`src/rtl/pfq_pkg.sv`:
```
package pfq_pkg;

    localparam int BYTE_W = 8;
    localparam int WORD_W = 2 * BYTE_W;

    typedef enum logic [1:0] {
        FS_IDLE = 2'd0,
        FS_WAIT = 2'd1,
        FS_DROP = 2'd2
    } fetch_state_t;

    typedef enum logic [1:0] {
        QS_NONE    = 2'b00,
        QS_FIRST   = 2'b01,
        QS_EMPTIED = 2'b10,
        QS_NEXT    = 2'b11
    } qstat_t;

endpackage

```
`src/rtl/pfq_fetch_fsm.sv`:
```
module pfq_fetch_fsm
    import pfq_pkg::*;
#(
    parameter int              ADDR_W     = 20,
    parameter int              DEPTH      = 6,
    parameter int              CNT_W      = 3,
    parameter logic [ADDR_W-1:0] RESET_ADDR = 20'hFFFF0
) (
    input  logic              clk,
    input  logic              rst_n,
    input  logic              flush,
    input  logic [ADDR_W-1:0] flush_addr,
    input  logic [CNT_W-1:0]  occ,
    input  logic              bus_rvalid,
    input  logic [WORD_W-1:0] bus_rdata,
    output logic              fetch_req,
    output logic [ADDR_W-1:0] fetch_addr,
    output logic [1:0]        wr_cnt,
    output logic [BYTE_W-1:0] wr_b0,
    output logic [BYTE_W-1:0] wr_b1
);

    localparam logic [CNT_W-1:0] ISSUE_MAX = CNT_W'(DEPTH - 2);

    fetch_state_t      state_q, state_d;
    logic [ADDR_W-1:0] pc_q;
    logic [ADDR_W-1:0] req_addr_q;
    logic              accept;
    logic              odd;

    // next-state selection
    always_comb begin
        state_d = state_q;
        unique case (state_q)
            FS_IDLE: if (!flush && occ <= ISSUE_MAX) state_d = FS_WAIT;
            FS_WAIT: begin
                if (flush)           state_d = bus_rvalid ? FS_IDLE : FS_DROP;
                else if (bus_rvalid) state_d = FS_IDLE;
            end
            FS_DROP: if (bus_rvalid) state_d = FS_IDLE;
            default: state_d = FS_IDLE;
        endcase
    end

    // state register and address registers
    always_ff @(posedge clk or negedge rst_n) begin
        if (!rst_n) begin
            state_q    <= FS_IDLE;
            pc_q       <= RESET_ADDR;
            req_addr_q <= RESET_ADDR;
        end else begin
            state_q <= state_d;
            if (flush)
                pc_q <= flush_addr;
            else if (accept)
                pc_q <= pc_q + ADDR_W'(wr_cnt);
            if (state_q == FS_IDLE && state_d == FS_WAIT)
                req_addr_q <= pc_q;
        end
    end

    // outputs
    always_comb begin
        odd        = req_addr_q[0];
        fetch_req  = (state_q != FS_IDLE);
        fetch_addr = req_addr_q;
        accept     = (state_q == FS_WAIT) && bus_rvalid && !flush;
        wr_cnt     = accept ? (odd ? 2'd1 : 2'd2) : 2'd0;
        wr_b0      = odd ? bus_rdata[WORD_W-1:BYTE_W] : bus_rdata[BYTE_W-1:0];
        wr_b1      = bus_rdata[WORD_W-1:BYTE_W];
    end

endmodule

```
`src/rtl/pfq_byte_ring.sv`:
```
module pfq_byte_ring
    import pfq_pkg::*;
#(
    parameter int DEPTH = 6,
    parameter int CNT_W = 3
) (
    input  logic              clk,
    input  logic              rst_n,
    input  logic              flush,
    input  logic [1:0]        wr_cnt,
    input  logic [BYTE_W-1:0] wr_b0,
    input  logic [BYTE_W-1:0] wr_b1,
    input  logic              rd_req,
    output logic [CNT_W-1:0]  occ,
    output logic              rd_valid,
    output logic [BYTE_W-1:0] rd_data,
    output logic              took
);

    localparam int PTR_W = (DEPTH > 1) ? $clog2(DEPTH) : 1;

    logic [PTR_W-1:0]          wr_ptr_q, rd_ptr_q, wr_ptr1, wr_ptr2;
    logic [CNT_W-1:0]          occ_q;
    logic [DEPTH*BYTE_W-1:0]   flat;

    function automatic logic [PTR_W-1:0] wrap_inc(input logic [PTR_W-1:0] p);
        return (p == PTR_W'(DEPTH - 1)) ? '0 : p + 1'b1;
    endfunction

    assign wr_ptr1 = wrap_inc(wr_ptr_q);
    assign wr_ptr2 = wrap_inc(wr_ptr1);

    generate
        for (genvar s = 0; s < DEPTH; s++) begin : g_slot
            logic [BYTE_W-1:0] slot_q;
            always_ff @(posedge clk or negedge rst_n) begin
                if (!rst_n)
                    slot_q <= '0;
                else if (wr_cnt != 2'd0 && wr_ptr_q == PTR_W'(s))
                    slot_q <= wr_b0;
                else if (wr_cnt == 2'd2 && wr_ptr1 == PTR_W'(s))
                    slot_q <= wr_b1;
            end
            assign flat[s*BYTE_W +: BYTE_W] = slot_q;
        end
    endgenerate

    assign rd_valid = (occ_q != '0);
    assign took     = rd_req && rd_valid && !flush;
    assign rd_data  = flat[int'(rd_ptr_q)*BYTE_W +: BYTE_W];
    assign occ      = occ_q;

    always_ff @(posedge clk or negedge rst_n) begin
        if (!rst_n) begin
            wr_ptr_q <= '0;
            rd_ptr_q <= '0;
            occ_q    <= '0;
        end else if (flush) begin
            wr_ptr_q <= '0;
            rd_ptr_q <= '0;
            occ_q    <= '0;
        end else begin
            if (wr_cnt == 2'd1)      wr_ptr_q <= wr_ptr1;
            else if (wr_cnt == 2'd2) wr_ptr_q <= wr_ptr2;
            if (took)                rd_ptr_q <= wrap_inc(rd_ptr_q);
            occ_q <= occ_q + CNT_W'(wr_cnt) - CNT_W'(took);
        end
    end

endmodule

```
`src/rtl/pfq_status_enc.sv`:
```
module pfq_status_enc
    import pfq_pkg::*;
(
    input  logic       clk,
    input  logic       rst_n,
    input  logic       flush,
    input  logic       took,
    input  logic       first,
    output logic [1:0] q_status
);

    qstat_t stat_q, stat_d;

    always_comb begin
        if (flush)     stat_d = QS_EMPTIED;
        else if (took) stat_d = first ? QS_FIRST : QS_NEXT;
        else           stat_d = QS_NONE;
    end

    always_ff @(posedge clk or negedge rst_n) begin
        if (!rst_n) stat_q <= QS_NONE;
        else        stat_q <= stat_d;
    end

    assign q_status = stat_q;

endmodule

```
`src/rtl/pfq_top.sv`:
```
module pfq_top
    import pfq_pkg::*;
#(
    parameter int                ADDR_W     = 20,
    parameter int                DEPTH      = 6,
    parameter logic [ADDR_W-1:0] RESET_ADDR = 20'hFFFF0
) (
    input  logic              clk,
    input  logic              rst_n,
    input  logic              redirect,
    input  logic [ADDR_W-1:0] redirect_addr,
    output logic              fetch_req,
    output logic [ADDR_W-1:0] fetch_addr,
    input  logic              bus_rvalid,
    input  logic [15:0]       bus_rdata,
    input  logic              rd_en,
    input  logic              rd_first,
    output logic              rd_valid,
    output logic [7:0]        rd_data,
    output logic [1:0]        q_status
);

    localparam int CNT_W = $clog2(DEPTH + 1);

    logic [CNT_W-1:0]  occ;
    logic [1:0]        wr_cnt;
    logic [BYTE_W-1:0] wr_b0, wr_b1;
    logic              took;

    pfq_fetch_fsm #(
        .ADDR_W(ADDR_W), .DEPTH(DEPTH), .CNT_W(CNT_W), .RESET_ADDR(RESET_ADDR)
    ) u_fetch (
        .clk(clk), .rst_n(rst_n), .flush(redirect), .flush_addr(redirect_addr),
        .occ(occ), .bus_rvalid(bus_rvalid), .bus_rdata(bus_rdata),
        .fetch_req(fetch_req), .fetch_addr(fetch_addr),
        .wr_cnt(wr_cnt), .wr_b0(wr_b0), .wr_b1(wr_b1)
    );

    pfq_byte_ring #(
        .DEPTH(DEPTH), .CNT_W(CNT_W)
    ) u_ring (
        .clk(clk), .rst_n(rst_n), .flush(redirect),
        .wr_cnt(wr_cnt), .wr_b0(wr_b0), .wr_b1(wr_b1),
        .rd_req(rd_en), .occ(occ), .rd_valid(rd_valid),
        .rd_data(rd_data), .took(took)
    );

    pfq_status_enc u_stat (
        .clk(clk), .rst_n(rst_n), .flush(redirect),
        .took(took), .first(rd_first), .q_status(q_status)
    );

endmodule

```
`config.mk`:
```
export PLATFORM = sky130hd
export DESIGN_NAME = pfq_top
export DESIGN_NICKNAME = d
export VERILOG_FILES = /design/src/rtl/pfq_pkg.sv /design/src/rtl/pfq_fetch_fsm.sv /design/src/rtl/pfq_byte_ring.sv /design/src/rtl/pfq_status_enc.sv /design/src/rtl/pfq_top.sv
export SDC_FILE = /design/constraint.sdc
export NUM_CORES = 1
export LEC_CHECK = 0
export BUFFER_PORTS_ARGS = -buffer_cell sky130_fd_sc_hd__buf_2
export CORE_MARGIN = 3
export CORE_UTILIZATION = 30
export CTS_CLUSTER_SIZE = 40
export DETAILED_ROUTE_END_ITERATION = 7
export PLACE_DENSITY = 0.59
export SLEW_MARGIN = 20
export SYNTH_ARGS = -nofsm -noshare
export SYNTH_HDL_FRONTEND = slang
export SYNTH_SLANG_ARGS = --single-unit
export TNS_END_PERCENT = 50
```
`constraint.sdc`:
```
create_clock -name clk -period 3.6 [get_ports clk]
set_input_delay 0.36 -clock clk [delete_from_list [all_inputs] [get_ports clk]]
set_output_delay 0.36 -clock clk [all_outputs]
set_load 0.02 [all_outputs]
```
== Word level (Yosys, flattened, before mapping) ==
Cells that the tools add are included.

* Reduce and logical (&&, ||, !) cells: 34
* Magnitude comparators: 1
* Shift-type cells: 1
* Eq/ne operators: 16
* Add/subtract/negate cells: 6
* Multiplexer cells: 34

{| class="wikitable"
|+ Operators with widths
! cell !! count
|-
| 8-bit 2-to-1 mux || 13
|-
| 48-bit by 7-bit variable part select with 8-bit output || 1
|-
| 20-bit 2-to-1 mux || 2
|-
| 3-bit 2-to-1 mux || 9
|-
| 20-bit by 2-bit adder with 20-bit output || 1
|-
| 2-bit nonzero test || 10
|-
| 1-bit logical AND || 18
|-
| 2-bit 2-to-1 mux || 9
|-
| 3-bit equality test (second input constant) || 5
|-
| 3-bit by 2-bit equality test with 1-bit output (second input constant) || 4
|-
| 3-bit by 1-bit adder with 3-bit output (second input constant) || 3
|-
| 2-bit by 1-bit equality test with 1-bit output (second input constant) || 3
|-
| 3-bit by 1-bit equality test with 1-bit output (second input constant) || 2
|-
| 3-bit zero test || 2
|-
| 2-bit one-hot mux with 3 select lines || 1
|-
| 3-bit nonzero test || 2
|-
| 2-bit equality test (second input constant) || 2
|-
| 3-bit by 2-bit adder with 3-bit output || 1
|-
| 3-bit less-or-equal comparator (second input constant) || 1
|-
| 3-bit by 1-bit subtractor with 3-bit output || 1
|-
| 2-bit zero test || 1
|-
| 1-bit zero test || 1
|}

* Register bits: 101

== Logic depth before layout (Yosys ltp) ==
Gate-level depths: netlist of run 1.

* Depth after elaboration: 8
* Gate-level depth with buffers: 11

== Hierarchy ==
Synthesis of run 1 repeated with hierarchy kept, for this count alone.

* Cell total of the unflattened synthesis: 521
* Area total of the unflattened synthesis: 5,671.7 µm²

{| class="wikitable"
|+ Modules (own cells, without submodules)
! module !! area an instance (µm²) !! times used !! cells each !! sequential area each (µm²)
|-
| pfq_byte_ring || 3,385.7 || 1 || 304 || 1,426.4
|-
| pfq_fetch_fsm || 2,218.4 || 1 || 212 || 1,091.0
|-
| pfq_status_enc || 67.6 || 1 || 5 || 50.0
|}

== Least setup slack after synthesis of run 1 ==
No wires, ideal clock.

* Path type: flip-flop to flip-flop
* Start: register u_fetch.req_addr_q[0], in the netlist u_fetch.fetch_addr[0]
* End: register u_fetch.pc_q[18]
* Cell stages (with the launch flop): 11
* Buffers on the path: 2
* Slack: 0.394 ns
* Clock period less this slack: 3.206 ns
* Arrival time: 3.129 ns
* Cell sequence: dfrtp_1 clkbuf_1 buf_1 and2_1 ha_1 inv_1 fa_1 nand2b_1 or4_4 or4b_1 a31oi_1

* Word-level cells in the longest chain between the ends: 5

{| class="wikitable"
|+ RTL lines
! element !! line !! source
|-
| start, declared || pfq_fetch_fsm.sv:27 || <nowiki>logic [ADDR_W-1:0] req_addr_q;</nowiki>
|-
| start signal, assigned || pfq_fetch_fsm.sv:58 || <nowiki>req_addr_q <= pc_q;</nowiki>
|-
| 2-bit 2-to-1 mux (2 in a row) || pfq_fetch_fsm.sv:68 || <nowiki>wr_cnt = accept ? (odd ? 2'd1 : 2'd2) : 2'd0;</nowiki>
|-
| 20-bit by 2-bit adder with 20-bit output || pfq_fetch_fsm.sv:56 || <nowiki>pc_q <= pc_q + ADDR_W'(wr_cnt);</nowiki>
|-
| 20-bit 2-to-1 mux || pfq_fetch_fsm.sv:55 || <nowiki>else if (accept)</nowiki>
|-
| 20-bit 2-to-1 mux || pfq_fetch_fsm.sv:53 || <nowiki>if (flush)</nowiki>
|-
| end signal, assigned || pfq_fetch_fsm.sv:54 || <nowiki>pc_q <= flush_addr;</nowiki>
|-
| end signal, assigned || pfq_fetch_fsm.sv:56 ||
|-
| end, declared || pfq_fetch_fsm.sv:26 || <nowiki>logic [ADDR_W-1:0] pc_q;</nowiki>
|}

Every way passes these cells. The select of a mux whose other input is x is not followed.
A chain may end at the register's enable or synchronous reset.

== Worst setup path after layout of run 1 ==
* Start: register u_fetch.state_q[0]
* End: register u_fetch.pc_q[18]

* Word-level cells in the longest chain between the ends: 7
* Elaborated cells on any way between the ends: 8

{| class="wikitable"
|+ RTL lines
! element !! line !! source
|-
| start, declared || pfq_fetch_fsm.sv:25 || <nowiki>fetch_state_t state_q, state_d;</nowiki>
|-
| start signal, assigned || pfq_fetch_fsm.sv:52 || <nowiki>state_q <= state_d;</nowiki>
|-
| 2-bit by 1-bit equality test with 1-bit output * || pfq_fetch_fsm.sv:67 || <nowiki>accept = (state_q == FS_WAIT) && bus_rvalid && !flush;</nowiki>
|-
| 1-bit logical AND * (2 in a row) || pfq_fetch_fsm.sv:67 ||
|-
| 2-bit 2-to-1 mux || pfq_fetch_fsm.sv:68 ||
|-
| 20-bit by 2-bit adder with 20-bit output || pfq_fetch_fsm.sv:56 ||
|-
| 20-bit 2-to-1 mux || pfq_fetch_fsm.sv:55 ||
|-
| 20-bit 2-to-1 mux || pfq_fetch_fsm.sv:53 ||
|}

Mark *: on every way between the ends. The rest lies on a longest branch, timed or not. The select of a mux whose other input is x is not followed.

==> flow_summary.json, run 1 <==
{
  "layout.area.seq_um2": 2570,
  "maximum_number_of_pins_on_one_net_before_global_route_repair": 83,
  "pins_over_slew_limit": 0,
  "diodes": 0,
  "power.share.sequential": 0.419,
  "depth_of_the_most_critical_reg_to_reg_path": 9,
  "power_switching_share": 0.337,
  "core_area_um2": 17700,
  "drt.antenna.violating_nets": 0,
  "async_flop_share": 1.00,
  "worst_setup_slack_for_register_to_register_paths_ns": 0.51,
  "cp_data_required_time_ns": 3.87,
  "tightest_slew_ns": 0.805,
  "synth.avg_cell_area_um2": 10.4,
  "cellInternalPower_uw": 2690,
  "setup.worst_path.end_class": "register",
  "synth_top_area_share": 0.313,
  "synthToLayoutAreaGrowth_pct": 16.8,
  "timing.max_slew.rel_slack": 0.464,
  "timing.clock.skew_ns": 0.0127,
  "tritoncts": "yes",
  "grt.overflow.total": 0,
  "grt_setup_unrepaired": "false",
  "yosys_register_bits": 101,
  "numCtsBuffers": 9,
  "regToRegEndpoint": "u_fetch.pc_q[18]$_DFFE_PN1P_",
  "cts_hold_buf": 0,
  "synth_warnings": 0,
  "route.final.wire_length_mm": 14.8,
  "clk_pin_slew_ns": 0.07,
  "power.net_switching_uw": 1370,
  "h-tree-depth": 3,
  "detail_route.first_pass.iterations": 4,
  "clockRootBuffer": "clkbuf_16",
  "number_of_flops_mapped_to_enable_cells_by_yosys": 0,
  "grt_first_pass_wirelength_mm": 24.7,
  "min_path_type": "input port to async pin",
  "worstSetupPathType": "register to register",
  "detailedRoute.firstIterationViolations": 255,
  "drcViolationCount": 0,
  "max-cap-violations": 0,
  "top_post_synthesis_cells_by_area": "dfrtp_1 (31%), dfstp_2 (15%), o221a_2 (4.9%)",
  "post-cts-setup-buffer-count": 0,
  "power.static_leakage_uw": 0.00273,
  "ctsLongestPathBuffers": 2,
  "io_pins": 74,
  "synthesized_netlist_net_count": 578,
  "fp-row-count": 48,
  "status": "finished clean",
  "critical_path_peak_fanout": 11,
  "synth_cells": 528,
  "seq_area_frac_synth": 0.466,
  "fin_crit_ns": 3.09,
  "clock_insertion_delay_worst_skew_ns": 0.35,
  "yosys.cell_types.count": 60,
  "cts_sinks": 101,
  "final_layout_size_suffix_gt1_frac": 0.346,
  "power.ir.vdd_worst_uv": 478,
  "netlist_area_um2": 5510,
  "numPortBuffers": 73,
  "initial_cell_density_of_the_core": 0.312,
  "post_cts_resized": 0,
  "finalNetCount": 644,
  "timing.critical_path.from_type": "register",
  "chipHeight_um": 142,
  "avgViaCountPerCell": 5.36,
  "die-area_um2": 20000,
  "dp_hpwl_mm": 10.6,
  "grt_pass1_vias": 4726,
  "timing.fmax_mhz": 324,
  "timing.final.crit_share": 0.858,
  "yosysTopAreaCell": "dfrtp_1",
  "route.vias.total": 4420,
  "gp_routability_congestion": 0.858,
  "synthFlopType": "dfrtp_1",
  "final_setup_violation_count": 0,
  "multi_input_area_um2": 2750,
  "gr-usage-all-layers": 0.153,
  "p_total_uw": 4060,
  "final.setup.tns_ns": 0,
  "hold_violations": 0,
  "die_w_um": 142,
  "timing.critical_path.arrival_ns": 3.36,
  "pwr-share-clk": 0.246,
  "crit-reg2reg-launch": "u_fetch.state_q[0]$_DFF_PN0_",
  "number_of_antenna_violations_at_the_first_check_in_global_routing": 0,
  "combPwrFrac": 0.335,
  "filler_cell_count": 1796,
  "wl_per_cell_um": 18.0,
  "power.density_cell_area_nw_per_um2": 631
}
## logic make-up (layout without fill, tap and decap cells)
group	Yosys count	in the layout	share of synthesized area
and+or+nand+nor	192	192	0.190
muxes	54	54	0.121
xor gates and xnor gates	12	12	0.0191
adders and majority gates	8	8	0.0209
AOI/OAI and AO/OA	111	111	0.147
DFF	101	101	0.466
buffers and inverters	50	121	0.0352
## registers in the layout, summed over array words and instances, names as in the netlist
name                  count
u_fetch.fetch_addr       20
u_fetch.pc_q             20
u_fetch.state_q           2
u_ring.g_slot.slot_q     48
u_ring.occ                3
u_ring.rd_ptr_q           3
u_ring.wr_ptr_q           3
u_stat.q_status           2
## worst max path at each step
| stage | from | to | slack (ns) | cells past startpoint |
|---|---|---|---|---|
| after global placement | redirect | u_fetch.pc_q[18]$_DFFE_PN1P_ | 0.61 | 10 |
| after global routing | u_fetch.state_q[0]$_DFF_PN0_ | u_fetch.pc_q[18]$_DFFE_PN1P_ | 0.30 | 9 |
| after CTS | u_fetch.state_q[1]$_DFF_PN0_ | u_fetch.pc_q[18]$_DFFE_PN1P_ | 0.52 | 9 |
| after detailed placement | bus_rvalid | u_fetch.pc_q[18]$_DFFE_PN1P_ | 0.55 | 10 |
| final | u_fetch.state_q[0]$_DFF_PN0_ | u_fetch.pc_q[18]$_DFFE_PN1P_ | 0.51 | 9 |
| after floorplan | u_fetch.fetch_addr[0]$_DFFE_PN0P_ | u_fetch.pc_q[18]$_DFFE_PN1P_ | 0.39 | 10 |
## layer usage
layer | routed length [µm] | vias to the layer above | track usage
met3 | 927 | 15 | 0.0388
met1 | 6690 | 2205 | 0.204
li1 | - | 2064 | -
met5 | 0 | - | 0
met2 | 7040 | 136 | 0.250
met4 | 182 | 0 | 0.0409
## layout by cell type (no fill, tap or decap), types with 23 or more instances in the layout
| cell type | instances |
|---|---|
| dfstp_2 | 32 |
| mux2_2 | 23 |
| nand2b_1 | 25 |
| mux2i_1 | 23 |
| o22ai_1 | 24 |
| buf_2 | 72 |
| o221a_2 | 24 |
| nand2_1 | 42 |
| nor2_1 | 48 |
| o21ai_0 | 29 |
| dfrtp_1 | 69 |
## cell usage after synthesis, types with 3 or more instances
master / n
nand2b_1: 25
xnor2_1: 6
or2_2: 10
nand3b_1: 5
nand3_1: 11
a31oi_1: 4
mux2_2: 23
and2_1: 3
or3_1: 8
inv_1: 21
mux4_2: 8
buf_2: 5
buf_1: 6
ha_1: 6
or4_1: 4
a21oi_1: 9
clkbuf_1: 18
nor4_2: 3
nor2_1: 48
nand4_1: 4
dfstp_2: 32
o22ai_1: 24
o21ai_0: 29
nor2b_1: 5
mux2i_1: 23
and4_1: 3
dfrtp_1: 69
xor2_1: 6
nand2_1: 42
o221a_2: 24
nand4bb_1: 3
a211o_1: 3
nor3_1: 6
## critical path, cell delays in order, from the launching register on
cell      delay, ns
dfrtp_1        0.51
and4bb_2       0.37
and2_1         0.18
ha_1           0.21
inv_1          0.06
fa_1           0.40
nand2b_1       0.18
or4_4          0.44
or4b_1         0.48
a31oi_1        0.17
## cell type report
class                           instances  area share
Tap cell                              225      0.0437
Sequential cell                       101       0.399
Clock inverter                          4     0.00428
Multi-Input combinational cell        377       0.427
Timing Repair Buffer                   84      0.0706
Clock buffer                           12      0.0433
Inverter                               21      0.0122
## power groups by stage
stage	sequential, µW	combinational [µW]	clock [µW]
2_1_floorplan	1750	907	0
3_3_place_gp	1710	1340	0
3_5_place_dp	1720	1370	0
4_1_cts	1700	1380	1020
5_1_grt	1750	1500	1060
6_report	1700	1360	997
## stage by stage
stage	cell area [µm²]	hold WS, ns	setup WS [ns]	std cells	util
global route	6440	0.0822	0.304	824	0.365
floorplan	5510	0.0644	0.394	528	-
detailed placement	6130	0.474	0.547	808	0.347
finish	6440	0.0228	0.513	824	0.365
CTS	6430	0.195	0.519	824	0.364
global placement	6130	0.463	0.614	808	0.347
Power figures use the tool's default switching activity.
==> inputs of run 2 (changes only) <==
--- a/config.mk
+++ b/config.mk
@@ -11,6 +11,7 @@
 export CTS_CLUSTER_SIZE = 40
 export DETAILED_ROUTE_END_ITERATION = 7
 export PLACE_DENSITY = 0.59
+export RECOVER_POWER = 25
 export SLEW_MARGIN = 20
 export SYNTH_ARGS = -nofsm -noshare
 export SYNTH_HDL_FRONTEND = slang
==> run 2 against run 1 <==
Against the previous run:
- the flow now finishes with violations (max-capacitance violations, max-slew violations)
- critical path depth did not move
- maximum frequency barely moved
- total power barely moved
- core utilization barely moved
- first-iteration DRC count did not move
- largest power group unchanged
==> flow_summary.json, run 2 (synthesis gave the netlist of run 1 again) <==
{
  "status": "finished with violations",
  "failed_checks": "max-capacitance violations, max-slew violations",
  "io_pins": 74,
  "post-cts-setup-buffer-count": 0,
  "chipHeight_um": 142,
  "avgViaCountPerCell": 5.36,
  "tritoncts": "yes",
  "power.ir.vdd_worst_uv": 478,
  "grt_first_pass_wirelength_mm": 24.7,
  "hold_violations": 0,
  "fin_crit_ns": 3.09,
  "hold_depth": 3,
  "power_switching_share": 0.337,
  "wl_per_cell_um": 18.0,
  "drcViolationCount": 0,
  "top_register": "u_ring.g_slot.slot_q",
  "gp_routability_congestion": 0.858,
  "combPwrFrac": 0.335,
  "cp_slowest_stage_delay_ns": 0.51,
  "pwr-share-clk": 0.246,
  "min_path_type": "input port to register",
  "layout.cell_area.non_filler_um2": 6430,
  "timing.fmax_mhz": 324,
  "chain_of_cells_forming_the_critical_path": "and4bb_2 > and2_1 > ha_1 > inv_1 > fa_1 > nand2b_1 > or4_4 > or4b_1 > a31oi_1",
  "power.net_switching_uw": 1370,
  "timing.critical_path.arrival_ns": 3.36,
  "clockRootBuffer": "clkbuf_16",
  "worstHoldStart": "redirect_addr[3]",
  "final.setup.tns_ns": 0,
  "fp-row-count": 48,
  "clock_insertion_delay_worst_skew_ns": 0.36,
  "finalNetCount": 644,
  "layout.cells.most_common": "buf_2",
  "core_area_um2": 17700,
  "gr-usage-all-layers": 0.153,
  "route.final.wire_length_mm": 14.8,
  "power.density_cell_area_nw_per_um2": 632,
  "final_layout_size_suffix_gt1_frac": 0.346,
  "grt_pass1_vias": 4726,
  "pre_cts_slack_ns": 0.547,
  "hold-path-endpoint": "u_fetch.pc_q[3]$_DFFE_PN0P_",
  "detail_route.first_pass.iterations": 4,
  "numPortBuffers": 73,
  "post_cts_resized": 0,
  "maximum_number_of_pins_on_one_net_before_global_route_repair": 83,
  "fin_ws_ns": 0.513,
  "die_w_um": 142,
  "ctsLongestPathBuffers": 2,
  "filler_cell_count": 1798,
  "h-tree-depth": 3,
  "tightest_slew_ns": 2.06,
  "diodes": 0,
  "depth_of_the_most_critical_reg_to_reg_path": 9,
  "regToRegEndpoint": "u_fetch.pc_q[18]$_DFFE_PN1P_",
  "stdcell_count": 824,
  "drt.antenna.violating_nets": 0,
  "pins_over_slew_limit": 83,
  "cellInternalPower_uw": 2690,
  "worstSetupPathType": "register to register",
  "synthToLayoutAreaGrowth_pct": 16.7,
  "worst_setup_slack_for_register_to_register_paths_ns": 0.51,
  "power.share.sequential": 0.419,
  "numCtsBuffers": 9,
  "power.static_leakage_uw": 0.00273,
  "crit-reg2reg-launch": "u_fetch.state_q[0]$_DFF_PN0_",
  "timing.clock.skew_ns": 0.0125,
  "grt.overflow.total": 0,
  "timing.critical_path.from_type": "register",
  "cpMaxStageDelayCell": "dfrtp_1",
  "cts_hold_buf": 0,
  "critical_path_peak_fanout": 11,
  "timing.final.crit_share": 0.858,
  "most-common-layout-cells": "buf_2 (72), dfrtp_1 (69), nor2_1 (48), nand2_1 (42), dfstp_2 (32)",
  "final_setup_violation_count": 0,
  "detailedRoute.firstIterationViolations": 255,
  "die-area_um2": 20000,
  "clk_pin_slew_ns": 0.07,
  "max-cap-violations": 1,
  "placedCellCount": 808,
  "p_total_uw": 4060,
  "setup.worst_path.end_class": "register",
  "route.vias.total": 4413,
  "dp_hpwl_mm": 10.6,
  "timing.max_slew.rel_slack": -0.373,
  "number_of_antenna_violations_at_the_first_check_in_global_routing": 0,
  "place_area_um2": 6130,
  "grt_setup_unrepaired": "false",
  "cts_sinks": 101,
  "initial_cell_density_of_the_core": 0.312,
  "cp_data_required_time_ns": 3.87,
  "largest_reg_flops": 48
}
run 2: critical path: cells and delay by family, from the launching register on:
kind            cells  cell delay [ns]
compound gates      1             0.17
flops               1             0.51
buf+inv             1             0.06
fa+ha+maj           2             0.61
simple gates        5             1.65
run 2: how the worst max path moves through the flow:
stage,startpoint,end,slack [ns]
2_1_floorplan,u_fetch.fetch_addr[0]$_DFFE_PN0P_,u_fetch.pc_q[18]$_DFFE_PN1P_,0.39
3_5_place_dp,bus_rvalid,u_fetch.pc_q[18]$_DFFE_PN1P_,0.55
3_3_place_gp,redirect,u_fetch.pc_q[18]$_DFFE_PN1P_,0.61
4_1_cts,u_fetch.state_q[1]$_DFF_PN0_,u_fetch.pc_q[18]$_DFFE_PN1P_,0.52
5_1_grt,u_fetch.state_q[0]$_DFF_PN0_,u_fetch.pc_q[18]$_DFFE_PN1P_,0.30
6_report,u_fetch.state_q[0]$_DFF_PN0_,u_fetch.pc_q[18]$_DFFE_PN1P_,0.51
run 2: stage by stage:
step | hold WS (ns) | util
after global routing | 0.209 | 0.364
after floorplan | 0.0644 | -
final | 0.208 | 0.364
after CTS | 0.195 | 0.364
after detailed placement | 0.474 | 0.347
after global placement | 0.463 | 0.347
run 2: layout make-up:
| type | count | area, µm² | share of cell area |
|---|---|---|---|
| tap | 225 | 282 | 0.0438 |
| inverter | 21 | 78.8 | 0.0123 |
| sequential | 101 | 2570 | 0.399 |
| clock inverter | 4 | 27.5 | 0.00428 |
| multi-input combinational | 377 | 2750 | 0.427 |
| timing repair buffer | 84 | 448 | 0.0696 |
| clock buffer | 12 | 279 | 0.0434 |
run 2: power groups by stage:
stage | registers (µW) | logic, µW | clock network (µW)
floorplan | 1750 | 907 | 0
global placement | 1710 | 1340 | 0
detailed placement | 1720 | 1370 | 0
CTS | 1700 | 1380 | 1020
global route | 1750 | 1500 | 1060
finish | 1700 | 1360 | 999
run 2: metal layers:
layer  track usage  part of all wire  vias to the layer above
met3        0.0388             0.062                       16
met5             0                 0                        -
met1         0.204              0.45                     2202
met4        0.0409             0.012                        0
li1              -                 -                     2064
met2         0.250              0.47                      131
